===== src/rtl/txn_cmp_pkg.sv =====
package txn_cmp_pkg;
  parameter int ADDR_W = 32;
  parameter int DATA_W = 32;

  typedef struct packed {
    logic [ADDR_W-1:0] addr;
    logic              isWrite;
    logic [DATA_W-1:0] wdata;
    logic [DATA_W-1:0] rdata;
  } txn_rec_t;

  // strobes from control to datapath
  typedef struct packed {
    logic push;       // write expected record at wrIdx
    logic compare;    // compare actual against head or bypass
    logic bypass;     // compare against incoming expected record
    logic unexpected; // actual with nothing to compare
  } cmp_strobe_t;
endpackage


===== src/rtl/txn_cmp_ctrl.sv =====
module txn_cmp_ctrl
  import txn_cmp_pkg::*;
#(
  parameter int DEPTH = 16,
  parameter int PTR_W = $clog2(DEPTH)
) (
  input  logic             clk,
  input  logic             rstN,
  input  logic             expValid,
  input  logic             actValid,
  output cmp_strobe_t      strobe,
  output logic [PTR_W-1:0] wrIdx,
  output logic [PTR_W-1:0] rdIdx,
  output logic             overflowFlag,
  output logic             unexpectedFlag
);
  localparam int OCC_W = PTR_W + 1;

  logic [OCC_W-1:0] occ;
  logic [PTR_W-1:0] wrPtr, rdPtr;
  logic             isEmpty, isFull, doPop;

  function automatic logic [PTR_W-1:0] nextPtr(input logic [PTR_W-1:0] p);
    return (p == PTR_W'(DEPTH - 1)) ? '0 : p + PTR_W'(1);
  endfunction

  always_comb begin
    isEmpty           = (occ == '0);
    isFull            = (occ == OCC_W'(DEPTH));
    doPop             = actValid && !isEmpty;
    strobe.bypass     = actValid && isEmpty && expValid;
    strobe.compare    = actValid && (!isEmpty || expValid);
    strobe.unexpected = actValid && isEmpty && !expValid;
    strobe.push       = expValid && !isFull && !strobe.bypass;
  end

  assign wrIdx = wrPtr;
  assign rdIdx = rdPtr;

  always_ff @(posedge clk) begin
    if (!rstN) begin
      occ            <= '0;
      wrPtr          <= '0;
      rdPtr          <= '0;
      overflowFlag   <= 1'b0;
      unexpectedFlag <= 1'b0;
    end else begin
      occ <= occ + OCC_W'(strobe.push) - OCC_W'(doPop);
      if (strobe.push) wrPtr <= nextPtr(wrPtr);
      if (doPop)       rdPtr <= nextPtr(rdPtr);
      if (expValid && isFull) overflowFlag <= 1'b1;
      if (strobe.unexpected)  unexpectedFlag <= 1'b1;
    end
  end


  overflow_set_chk: assert property (@(posedge clk) disable iff (!rstN)
    (expValid && isFull) |=> overflowFlag);


  occupancy_bound_chk: assert property (@(posedge clk) disable iff (!rstN)
    occ <= OCC_W'(DEPTH));


  unexpected_set_chk: assert property (@(posedge clk) disable iff (!rstN)
    (actValid && isEmpty && !expValid) |=> unexpectedFlag);


  bypass_empty_chk: assert property (@(posedge clk) disable iff (!rstN)
    (actValid && expValid && isEmpty) |=> (occ == '0));


  full_pop_chk: assert property (@(posedge clk) disable iff (!rstN)
    (actValid && expValid && isFull) |=> (occ == OCC_W'(DEPTH - 1)));
endmodule


===== config.mk =====
export PLATFORM = sky130hd
export DESIGN_NAME = txn_cmp_ctrl
export DESIGN_NICKNAME = d
export VERILOG_FILES = /design/src/rtl/txn_cmp_pkg.sv /design/src/rtl/txn_cmp_ctrl.sv
export SDC_FILE = /design/constraint.sdc
export NUM_CORES = 1
export LEC_CHECK = 0
export BUFFER_PORTS_ARGS = -buffer_cell sky130_fd_sc_hd__buf_2
export CAP_MARGIN = 20
export CORE_MARGIN = 1
export CORE_UTILIZATION = 40
export DETAILED_ROUTE_END_ITERATION = 16
export PLACE_DENSITY = 0.72
export SLEW_MARGIN = 20
export SYNTH_ARGS = -nofsm -noshare
export SYNTH_HDL_FRONTEND = slang
export SYNTH_SLANG_ARGS = --single-unit

===== constraint.sdc =====
create_clock -name clk -period 3.19 [get_ports clk]
set_input_delay 0.319 -clock clk [delete_from_list [all_inputs] [get_ports clk]]
set_output_delay 0.319 -clock clk [all_outputs]
set_load 0.1 [all_outputs]

Yosys cells after proc, flatten, opt, wreduce, memory -nomap -nowiden
Index checks and enable logic that the tools add are counted.
W data, S select, Z words.
- bits in registers: 15
- input port bits: 4
- output and inout bits: 14
- logic and storage cells: 28
- add/subtract/negate cells: 4
- equal/unequal tests: 3
- mux-type cells: 2
- reductions and logical operators: 14
- operators with widths (kind ; count):
    $add A4 B1 Y4 const B ; 2
    $eq A4 B4 Y1 const B ; 2
    $logic_and A1 B1 Y1 ; 8
    $mux W4 ; 2
    $add A5 B1 Y5 ; 1
    $eq A5 B5 Y1 const B ; 1
    $logic_not A5 Y1 ; 1
    $sub A5 B1 Y5 ; 1
    $logic_not A1 Y1 ; 4
    $logic_or A1 B1 Y1 ; 1

Longest topological paths before layout
- depth in word-level cells: 7
- depth in mapped cells: 11

Worst setup path after synthesis
No wires, ideal clock.
- kind: flip-flop to flip-flop
- start: reg occ[3]
- end: reg occ[4]
- library setup time: 121 ps
- arrival: 2497 ps
- data required time: 3069 ps
- setup slack: 572 ps
- stages on the path, launching flop included: 11
- period minus slack after synthesis: 2618 ps
- cells stage by stage: dfxtp_1 > inv_1 > ha_1 > or3b_4 > o21ai_2 > inv_2 > ha_1 > fa_1 > a21oi_1 > o21bai_1 > mux2_2
- RTL lines (what ; line ; RTL):
    start, declared ; txn_cmp_ctrl.sv:19 ; logic [OCC_W-1:0] occ;
    start signal, assigned ; txn_cmp_ctrl.sv:48 ; occ <= occ + OCC_W'(strobe.push) - OCC_W'(doPop);

Worst setup path in the final report
- start: reg occ[3]
- end: reg occ[4]
- elaborated cells between the ends (all ways): 12
- those cells by class: add/sub: 2; eq/ne: 1; reduce/logical: 9
- RTL lines (what ; line ; RTL):
    $logic_not A5 Y1 ; txn_cmp_ctrl.sv:28 ; isEmpty = (occ == '0);
    $logic_not A1 Y1 ; txn_cmp_ctrl.sv:30 ; doPop = actValid && !isEmpty;
    $logic_and A1 B1 Y1 ; txn_cmp_ctrl.sv:30 ;
    named net doPop ; txn_cmp_ctrl.sv:21 ; logic isEmpty, isFull, doPop;
    $sub A5 B1 Y5 ; txn_cmp_ctrl.sv:48 ;
The timed path passes the listed nets, and every way through them passes these cells.
A chain may end at the register's enable or synchronous reset.

==> flow_summary.ini <==
[global_route]
antenna_found_initial = 0
grt_pass1_vias = 710
overflow = 0
grt_usage_pct = 16.8
grt_pass1_wl_um = 3070
grt_max_degree = 17

[clock_network]
cts.repair.resized = 0
cts_root_buf = clkbuf_4
cts.sinks = 15
clkTransAtPathRegs_ns = 0.09
numCtsBuffers = 3
cts_hold_buf = 0
cts_buffer_depth = 2
cts_max_level = 1
clk_latency_ns = 0.28
tritoncts = yes
cts_setup_buffers = 0

[detailed_routing]
wl_um = 1760
drc = 0
drt-initial-drc-count = 7
wl_per_cell_um = 12.1
num_vias = 766
dr.pass1.iters = 3
final_antenna_net_count = 0
via_per_inst = 5.28

[placed_design]
post_dp_cell_area_sq_um = 1000
io_buffers = 17
gp_congestion = 0.827
hpwl_um = 1330

[run_status]
status = complete, no violations

[floorplan]
die-width_um = 49.1
core_sq_um = 2020
fp.dieArea_sq_um = 2410
io_pins = 18
die_y_um = 49.1
initial_core_util_pct = 43.9
rows = 16

[pwr]
vdd_drop_max_uv = 603
p_leak_nw = 0.469
powerDensity_nw_per_um2 = 973

[sta]
relSlewSlack_pct = 67.7
drv_slew = 0
hold_viol_final = 0
rsz0062_at_grt = no
fmax_mhz = 383
setup_tns_ns = 0
setup_viol = 0
tightestPinTransition_ns = 0.488
fin_skew_ns = 0.00357
period_minus_slack_ns = 2.61
period_share_pct = 81.8

[critical_path]
regToRegSetupSlack_ns = 0.58
path_class = reg -> reg
crit_path_cell_trace = inv_1 -> ha_1 -> nor4b_2 -> nor2_1 -> ha_1 -> inv_1 -> ha_1 -> fa_1 -> a21oi_1 -> o21bai_1 -> mux2_2
required_ns = 3.37
arrival_ns = 2.79
cp-start-kind = register
cp_max_fo = 5
setup.worst_path.end_class = register
crit_top_cell = ha_1
slowest_stage = fa_1
crit_path_max_incr_delay_ns = 0.40

[synthesis]
synth_top_area_share_pct = 33.9
synthFlopType = dfxtp_1
synthAdderAreaFrac_pct = 13.5
synth-simple-area-share_pct = 23.7
synth_nets = 111
synthTopCellsByCount = 15 x dfxtp_1, 8 x ha_1, 8 x inv_1, 8 x nand2_1, 8 x nor2_1
synth-compound-area-share_pct = 16.5
synth-warning-count = 0
synth_mux_area_share_pct = 5.78
synth_seq_area_share_pct = 33.9
avgSynthCellArea_sq_um = 9.05
synth_edf_count = 0
synth_top_family_by_area = simple AND/OR/NAND/NOR gates
ys_seq_elements = 15
yosysTopAreaCell = dfxtp_1
synth.distinct_cells = 36
yosysMostFrequentCell = dfxtp_1
ys_async_sr_fraction_pct = 0
synth_xor_area_share_pct = 1.97
synthCells = 98
synthTopCellsByArea = dfxtp_1 34%, ha_1 11%, mux2i_1 4.5%, a21oi_1 3.4%, inv_1 3.4%
syn-cell-area_sq_um = 887

[layout]
regArea_sq_um = 300
fin_area_sq_um = 1030
drive_above_1_share_pct = 23.7
num-fill-cells = 207
fin_nets = 132
multi_input_area_sq_um = 546
antennaDiodeCount = 0
fin_util_pct = 50.9
syn_to_final_growth_pct = 15.9

[worst_hold_path]
min_path_type = in -> reg

[job]
drv_cap = 0
cells in the final DEF (no fill, tap or decap), types with 2 or more instances in the layout:
cell type	instances
clkbuf_4	3
and2_1	3
buf_2	17
nand2_1	8
a31oi_1	2
nor2_1	8
nand3_1	4
a211oi_1	2
dfxtp_1	15
a311o_1	2
o21ai_0	2
ha_1	8
nand2b_1	2
a21oi_1	6
nand4b_1	2
xnor2_1	2
mux2i_1	4
inv_1	8
final timing paths:
path / start / to / cells past startpoint
worst max-delay path: occ[3] / occ[4] / 11
worst min-delay path: actValid / rdIdx[0] / 3
worst max register to register: occ[3] / occ[4] / 11
worst min register to register: unexpectedFlag / unexpectedFlag / 1
power by group:
group	total, W	internal (W)	leakage (nW)	switching (W)
logic	0.000608	0.000207	0.331	0.000401
registers	0.000282	0.000232	0.123	0.0000503
clock network	0.000110	0.0000486	0.0150	0.0000616
total	0.00100	0.000487	0.469	0.000513
stage by stage:
stage	instances	power [W]	worst slack (ns)	hold WS, ns
after global placement	141	0.000880	0.690	0.444
after floorplan	98	0.000794	0.572	0.467
after detailed placement	141	0.000897	0.616	0.460
after global routing	145	0.00109	0.300	0.351
after CTS	145	0.00101	0.599	0.335
final	145	0.00100	0.580	0.345
critical path: cells and delay by family, from the launching register on:
kind,cells,cell delay [ns]
flops,1,0.33
mux,1,0.26
simple gates,2,0.50
compound gates,2,0.23
fa+ha+maj,4,1.07
buf+inv,2,0.12
kinds of logic (layout without fill, tap and decap cells):
logic type,Yosys count,after routing
multiplexers,5,5
adder cells (fa/ha/maj),9,9
flip-flops,15,15
buffers and inverters,11,31
AO/OA/AOI/OAI,21,21
XOR/XNOR,2,2
AND/OR/NAND/NOR,35,35
flip-flops by register name, indices dropped and copies added, names as in the netlist:
register        count
wrIdx               4
unexpectedFlag      1
rdIdx               4
overflowFlag        1
occ                 5
final cells by class:
cell class / instances / area share [%]
tap: 27 / 3.28
inverter: 10 / 3.65
timing repair buffer: 17 / 8.27
multi-input combinational: 72 / 53.0
clock buffer: 4 / 2.55
sequential: 15 / 29.2
routing by layer:
layer	wire length [um]	vias to the layer above	GRT usage, %
li1	-	391	-
met1	832	355	20.1
met2	819	16	28.3
met3	64	4	3.12
met4	44	0	8.82
met5	0	-	0
Power figures use the tool's default switching activity.
